--- config.mk ---
export PLATFORM = sky130hd
export DESIGN_NAME = shift_add_mul
export DESIGN_NICKNAME = d
export VERILOG_FILES = /design/src/rtl/mul_pkg.sv /design/src/rtl/mul_width_ctl.sv /design/src/rtl/mul_adder.sv /design/src/rtl/mul_ctrl.sv /design/src/rtl/mul_datapath.sv /design/src/rtl/shift_add_mul.sv
export SDC_FILE = /design/constraint.sdc
export NUM_CORES = 1
export LEC_CHECK = 0
export BUFFER_PORTS_ARGS = -buffer_cell sky130_fd_sc_hd__buf_4
export CAP_MARGIN = 20
export CORE_MARGIN = 5
export CORE_UTILIZATION = 63
export CTS_BUF_LIST = sky130_fd_sc_hd__clkbuf_8
export DETAILED_ROUTE_END_ITERATION = 8
export PLACE_DENSITY = 0.86
export SETUP_SLACK_MARGIN = 0.5
export SLEW_MARGIN = 20
export SYNTH_ARGS = -nofsm -noshare
export SYNTH_HDL_FRONTEND = slang
export SYNTH_HIERARCHICAL = 1
export SYNTH_SLANG_ARGS = --single-unit
--- constraint.sdc ---
create_clock -name clk -period 6.95 [get_ports clk]
set_input_delay 0.695 -clock clk [delete_from_list [all_inputs] [get_ports clk]]
set_output_delay 0.695 -clock clk [all_outputs]
set_load 0.005 [all_outputs]
--- src/rtl/mul_pkg.sv ---
// Shared definitions for the shift-add multiplier.
// The state encoding is also the externally visible step code.
package mul_pkg;
    typedef enum logic [1:0] {
        ST_IDLE  = 2'd0,
        ST_ADD   = 2'd1,
        ST_SHIFT = 2'd2
    } mul_state_e;
endpackage

--- src/rtl/mul_width_ctl.sv ---
// Width selection and operand masking.
// Assumes: width_i is an unsigned count. Out-of-range values select MAX_W.
module mul_width_ctl #(
    parameter int MAX_W = 32,
    parameter int WW    = $clog2(MAX_W + 1)
) (
    input  logic [WW-1:0]    width_i,
    input  logic [MAX_W-1:0] a_i,
    input  logic [MAX_W-1:0] b_i,
    output logic [WW-1:0]    n_o,
    output logic [MAX_W-1:0] a_mask_o,
    output logic [MAX_W-1:0] b_mask_o
);
    logic [MAX_W-1:0] keep;

    // Clamp the requested width into 1..MAX_W.
    always_comb begin
        if (width_i == '0 || width_i > WW'(MAX_W))
            n_o = WW'(MAX_W);
        else
            n_o = width_i;
    end

    // One keep bit per operand position: set only below the width.
    for (genvar i = 0; i < MAX_W; i++) begin : g_keep
        assign keep[i] = (WW'(i) < n_o);
    end

    assign a_mask_o = a_i & keep;
    assign b_mask_o = b_i & keep;
endmodule

--- src/rtl/mul_adder.sv ---
// Double-width unsigned adder feeding the product register.
// Assumes: the carry out is dropped, since the result fits in 2*MAX_W bits.
module mul_adder #(
    parameter int DW = 64
) (
    input  logic [DW-1:0] x_i,
    input  logic [DW-1:0] y_i,
    output logic [DW-1:0] sum_o
);
    assign sum_o = x_i + y_i;
endmodule

--- src/rtl/mul_ctrl.sv ---
// Sequencer: idle -> (add, shift) x n -> idle, with a one-cycle done pulse.
// Assumes: n_i is already clamped into 1..MAX_W by the width stage.
module mul_ctrl
    import mul_pkg::*;
#(
    parameter int MAX_W = 32,
    parameter int WW    = $clog2(MAX_W + 1),
    parameter int CW    = $clog2(MAX_W)
) (
    input  logic          clk,
    input  logic          rst_n,
    input  logic          start_i,
    input  logic [WW-1:0] n_i,
    output mul_state_e    state_o,
    output logic [CW-1:0] iter_o,
    output logic          load_o,
    output logic          busy_o,
    output logic          done_o
);
    mul_state_e    state_q;
    logic [CW-1:0] iter_q;
    logic [WW-1:0] n_q;
    logic          done_q;
    logic          last;

    assign load_o = start_i && (state_q == ST_IDLE);
    assign last   = (WW'(iter_q) == (n_q - WW'(1)));

    // Step sequencing, iteration counting and done pulse generation.
    always_ff @(posedge clk) begin
        if (!rst_n) begin
            state_q <= ST_IDLE;
            iter_q  <= '0;
            n_q     <= WW'(MAX_W);
            done_q  <= 1'b0;
        end else begin
            done_q <= 1'b0;
            case (state_q)
                ST_IDLE: begin
                    if (load_o) begin
                        n_q     <= n_i;
                        iter_q  <= '0;
                        state_q <= ST_ADD;
                    end
                end
                ST_ADD: state_q <= ST_SHIFT;
                ST_SHIFT: begin
                    if (last) begin
                        state_q <= ST_IDLE;
                        iter_q  <= '0;
                        done_q  <= 1'b1;
                    end else begin
                        iter_q  <= iter_q + CW'(1);
                        state_q <= ST_ADD;
                    end
                end
                default: state_q <= ST_IDLE;
            endcase
        end
    end

    assign state_o = state_q;
    assign iter_o  = iter_q;
    assign busy_o  = (state_q != ST_IDLE);
    assign done_o  = done_q;

    p_done_pulse_r7: assert property (@(posedge clk) disable iff (!rst_n)
        done_q |=> !done_q);
    p_done_idle_r7: assert property (@(posedge clk) disable iff (!rst_n)
        done_q |-> (state_q == ST_IDLE));
    p_iter_bound_r5: assert property (@(posedge clk) disable iff (!rst_n)
        (state_q != ST_IDLE) |-> (WW'(iter_q) < n_q));
    p_add_then_shift_r9: assert property (@(posedge clk) disable iff (!rst_n)
        (state_q == ST_ADD) |=> (state_q == ST_SHIFT));
    p_busy_ignore_r8: assert property (@(posedge clk) disable iff (!rst_n)
        (state_q != ST_IDLE) |=> $stable(n_q));
    p_n_range_r6: assert property (@(posedge clk) disable iff (!rst_n)
        (n_q != '0) && (n_q <= WW'(MAX_W)));
endmodule

--- src/rtl/mul_datapath.sv ---
// Three-register datapath: left-moving multiplicand, right-moving multiplier,
// and an accumulating product.
// Assumes: at most one of load/add/shift is active in a cycle.
module mul_datapath #(
    parameter int MAX_W = 32,
    localparam int DW   = 2 * MAX_W
) (
    input  logic             clk,
    input  logic             rst_n,
    input  logic             load_i,
    input  logic             add_en_i,
    input  logic             shift_en_i,
    input  logic [MAX_W-1:0] a_i,
    input  logic [MAX_W-1:0] b_i,
    output logic [DW-1:0]    mcand_o,
    output logic [MAX_W-1:0] mplier_o,
    output logic [DW-1:0]    prod_o
);
    logic [DW-1:0]    mcand_q;
    logic [MAX_W-1:0] mplier_q;
    logic [DW-1:0]    prod_q;
    logic [DW-1:0]    sum;

    mul_adder #(.DW(DW)) u_adder (
        .x_i   (prod_q),
        .y_i   (mcand_q),
        .sum_o (sum)
    );

    // Operand registers: load on start, move one place on each shift step.
    always_ff @(posedge clk) begin
        if (!rst_n) begin
            mcand_q  <= '0;
            mplier_q <= '0;
        end else if (load_i) begin
            mcand_q  <= {{MAX_W{1'b0}}, a_i};
            mplier_q <= b_i;
        end else if (shift_en_i) begin
            mcand_q  <= {mcand_q[DW-2:0], 1'b0};
            mplier_q <= {1'b0, mplier_q[MAX_W-1:1]};
        end
    end

    // Product register: clear on start, accumulate when the low multiplier bit is set.
    always_ff @(posedge clk) begin
        if (!rst_n)
            prod_q <= '0;
        else if (load_i)
            prod_q <= '0;
        else if (add_en_i && mplier_q[0])
            prod_q <= sum;
    end

    assign mcand_o  = mcand_q;
    assign mplier_o = mplier_q;
    assign prod_o   = prod_q;

    p_skip_add_r3: assert property (@(posedge clk) disable iff (!rst_n)
        (add_en_i && !mplier_q[0]) |=> $stable(prod_q));
    p_do_add_r3: assert property (@(posedge clk) disable iff (!rst_n)
        (add_en_i && mplier_q[0]) |=> (prod_q == $past(prod_q) + $past(mcand_q)));
    p_load_clear_r2: assert property (@(posedge clk) disable iff (!rst_n)
        load_i |=> (prod_q == '0) && (mcand_q[DW-1:MAX_W] == '0));
    p_zero_fill_r4: assert property (@(posedge clk) disable iff (!rst_n)
        shift_en_i |=> (!mcand_q[0] && !mplier_q[MAX_W-1]));
    p_idle_hold_r7: assert property (@(posedge clk) disable iff (!rst_n)
        (!load_i && !add_en_i && !shift_en_i) |=> $stable(prod_q) && $stable(mcand_q));
endmodule

--- src/rtl/shift_add_mul.sv ---
// Top level of the iterative unsigned shift-add multiplier.
// Assumes: synchronous active-low reset. start_i is honoured only while idle.
module shift_add_mul
    import mul_pkg::*;
#(
    parameter int MAX_W = 32
) (
    input  logic                       clk,
    input  logic                       rst_n,
    input  logic                       start_i,
    input  logic [MAX_W-1:0]           a_i,
    input  logic [MAX_W-1:0]           b_i,
    input  logic [$clog2(MAX_W+1)-1:0] width_i,
    output logic                       busy_o,
    output logic                       done_o,
    output logic [2*MAX_W-1:0]         product_o,
    output logic [2*MAX_W-1:0]         mcand_o,
    output logic [MAX_W-1:0]           mplier_o,
    output logic [1:0]                 step_o,
    output logic [$clog2(MAX_W)-1:0]   iter_o
);
    localparam int WW = $clog2(MAX_W + 1);
    localparam int CW = $clog2(MAX_W);

    logic [WW-1:0]    n_sel;
    logic [MAX_W-1:0] a_m;
    logic [MAX_W-1:0] b_m;
    mul_state_e       state;
    logic             load;

    mul_width_ctl #(.MAX_W(MAX_W), .WW(WW)) u_width (
        .width_i  (width_i),
        .a_i      (a_i),
        .b_i      (b_i),
        .n_o      (n_sel),
        .a_mask_o (a_m),
        .b_mask_o (b_m)
    );

    mul_ctrl #(.MAX_W(MAX_W), .WW(WW), .CW(CW)) u_ctrl (
        .clk     (clk),
        .rst_n   (rst_n),
        .start_i (start_i),
        .n_i     (n_sel),
        .state_o (state),
        .iter_o  (iter_o),
        .load_o  (load),
        .busy_o  (busy_o),
        .done_o  (done_o)
    );

    mul_datapath #(.MAX_W(MAX_W)) u_dp (
        .clk        (clk),
        .rst_n      (rst_n),
        .load_i     (load),
        .add_en_i   (state == ST_ADD),
        .shift_en_i (state == ST_SHIFT),
        .a_i        (a_m),
        .b_i        (b_m),
        .mcand_o    (mcand_o),
        .mplier_o   (mplier_o),
        .prod_o     (product_o)
    );

    assign step_o = state;

    p_step_legal_r9: assert property (@(posedge clk) disable iff (!rst_n)
        step_o != 2'd3);
    p_done_not_busy_r7: assert property (@(posedge clk) disable iff (!rst_n)
        done_o |-> !busy_o);
endmodule

==> impl_metrics.ini <==
[status]
outcome = finished, final reports clean

[floorplanning]
io_pins = 242
row_count = 51
start_util_pct = 64.1
fp.coreArea_mm2 = 0.0195
die-area_mm2 = 0.0227
die_h_um = 151
die_x_um = 151

[yosys]
synth_area_per_cell_um2 = 8.44
synthMostInstantiatedCell = dfxtp_1
ys_seq_area_share_pct = 27.9
syn_area_mm2 = 0.0125
ys_ff_latch = 174
synth_ff_type = dfxtp_1
postSynthCellCount = 1479
synth_edf_count = 0
yosys_warnings = 6
syn_nets = 1618
yosysTopAreaCell = dfxtp_1
ys_top_cells_by_count = dfxtp_1, a21oi_1, nand2_1
yosysTopAreaCellShare_pct = 27.9
yosysUniqueCellTypes = 81
async_reset_ff_share_pct = 0
synthTopCellsByArea = dfxtp_1, ha_1, a21oi_1

[sta]
min_period_over_period_pct = 47.6
fin_setup_tns_ns = 0
slew_headroom_pct = 30.2
finalMaxSlewViolations = 0
setup-violations-final = 0
skew_ns = 0.0148
finalHoldViolations = 0
rsz0062_at_grt = no
layout_setup_ws_ns = 3.65
worst_pin_slew_ns = 1.05
fmax_ghz = 0.303
layout_min_cycle_time_ns = 3.30

[cells_and_area]
drive_above_1_share_pct = 26.4
final_nets = 1767
fin_cells = 1906
stdcell_area_mm2 = 0.0146
area_growth_pct = 16.6
antenna-diode-count = 0

[setup_path]
critPathRequiredTime_ns = 7.33
r2r_cells = 12
start_kind = register
rrSetupSlack_ns = 3.65
cp_max_fo = 10
arrival_ns = 3.68
reg2reg_from = u_dp/mcand_o[14]
crit_path_end_kind = register
critPathKind = register to register
rr_endpoint = u_dp/prod_o[41]

[power]
p_comb_share_pct = 18.5
seqPwrFrac_pct = 47.7
pwr-share-clk_pct = 33.8
switchingPower_uw = 708
irDropWorstVdd_uv = 173
internal_power_uw = 1580
total_leakage_power_uw = 0.00688
powerDensity_mw_per_mm2 = 157
switching_share_pct = 31.0

[drt]
vias = 11700
routed_wl_mm = 34.7
drc = 0
viasPerCell = 6.11
ant_nets = 0
drt-pass1-iter-count = 5
drt_iter0_markers = 731
wl_per_cell_um = 18.2

[clocking]
cts-root-buf = clkbuf_8
post_cts_resized = 0
cts_sinks = 174
post-cts-setup-buffers = 0
clk_pin_slew_worst_paths_ns = 0.10
cts_tree = done
h-tree-depth = 4
clk_latency_ns = 0.47
cts_hold_buf = 0
cts.path.max_buffers = 2
numCtsBuffers = 17

[grt]
grt_pass1_vias = 11100
grt_pass1_wl_mm = 55.5
grt_start_max_net_pins = 97
grt-ovfl-total = 0
grt_usage_pct = 29.7
grt_antenna_before_repair = 0

[placement]
place.gp.congestion = 0.974
dp_hpwl_mm = 26.0
post_dp_cell_area_mm2 = 0.0141
place_ws_ns = 3.80
io_buffers = 241
dp_cells = 1874

[worst_hold_path]
hold_depth = 2
hold_start = u_ctrl/n_q[1]
min_to = u_ctrl/n_q[1]
hold_class = register to register

[run]
drv_cap = 0
cell usage in the layout (no fill, tap or decap), types with 22 or more instances in the layout:
| cell type | instances |
|---|---|
| a21bo_2 | 64 |
| a21boi_0 | 22 |
| a21o_1 | 28 |
| a21oi_1 | 141 |
| and2_1 | 28 |
| buf_4 | 246 |
| dfxtp_1 | 173 |
| ha_1 | 65 |
| inv_1 | 33 |
| mux2_2 | 62 |
| mux2i_1 | 32 |
| nand2_1 | 86 |
| nand2b_1 | 70 |
| nand3_1 | 83 |
| nand4_1 | 30 |
| nor2_1 | 75 |
| nor2b_1 | 26 |
| o211a_1 | 63 |
| o21ai_0 | 41 |
| xnor2_1 | 40 |
| xor2_1 | 31 |
how the worst max path moves through the flow:
stage | start | to | slack (ns)
final | u_dp/mcand_o[14] | u_dp/prod_o[41] | 3.65
after global routing | u_dp/mcand_o[22] | u_dp/prod_o[41] | 3.34
after CTS | u_dp/mcand_o[14] | u_dp/prod_o[41] | 3.70
after detailed placement | u_dp/prod_o[4] | u_dp/prod_o[57] | 3.80
after global placement | u_dp/mcand_o[14] | u_dp/prod_o[49] | 3.88
after floorplan | u_dp/prod_o[0] | u_dp/prod_o[58] | 4.15
worst max-delay path: stages (launching register included):
cell and delay (ns):
dfxtp_1 0.35, ha_1 0.48, nand4_1 0.16, nor3_1 0.35, o2111ai_1 0.24, a31oi_1 0.30
o21ai_1 0.18, o21ai_1 0.29, a21boi_1 0.21, o21ai_1 0.21, xor2_1 0.16, nand3_1 0.09
a21oi_1 0.20
per-layer routing:
| metal | part of all wire, % | global-route usage [%] | routed length, µm | up-vias |
|---|---|---|---|---|
| met4 | 2.8 | 9.52 | 977 | 0 |
| met1 | 41 | 37.0 | 14200 | 5478 |
| met2 | 49 | 50.8 | 16900 | 458 |
| met3 | 7.6 | 6.97 | 2640 | 78 |
| li1 | - | - | - | 5641 |
| met5 | 0 | 0 | 0 | - |
sequential cells by signal (all words and copies together) (netlist names):
register	flops
u_dp/mcand_o	64
u_dp/prod_o	64
u_dp/mplier_o	32
u_ctrl/n_q	6
u_ctrl/iter_o	5
u_ctrl/state_o	2
u_ctrl/done_o	1
cell families after synthesis:
logic type,share of synthesized area (%)
xor+xnor,4.98
compound gates,27.5
buf+inv,5.53
mux,8.16
fa+ha+maj,6.67
simple gates,19.2
flops,27.9
area by class of cell:
cell class              instances  area, µm²
clock buffers                  17        234
clock inverters                15        196
fillers                      1508       4910
inverters                      35        134
multi-input cells            1154       8320
flip-flops and latches        174       3490
well taps                     265        332
repair buffers                246       1850
power groups by stage:
stage | clock, µW | sequential, µW | combinational [µW]
global placement | 0 | 1110 | 410
CTS | 782 | 1090 | 420
detailed placement | 0 | 1110 | 418
finish | 773 | 1090 | 423
floorplan | 0 | 1090 | 285
global route | 823 | 1100 | 458
stage by stage:
step | util, % | total power, µW | hold WS (ns)
CTS | 74.8 | 2290 | 0.498
global placement | 72.6 | 1520 | 0.476
global route | 74.8 | 2380 | 0.536
finish | 74.8 | 2290 | 0.495
floorplan | - | 1380 | 0.452
detailed placement | 72.6 | 1530 | 0.483
Note: power is estimated with default switching activity, not from simulation.
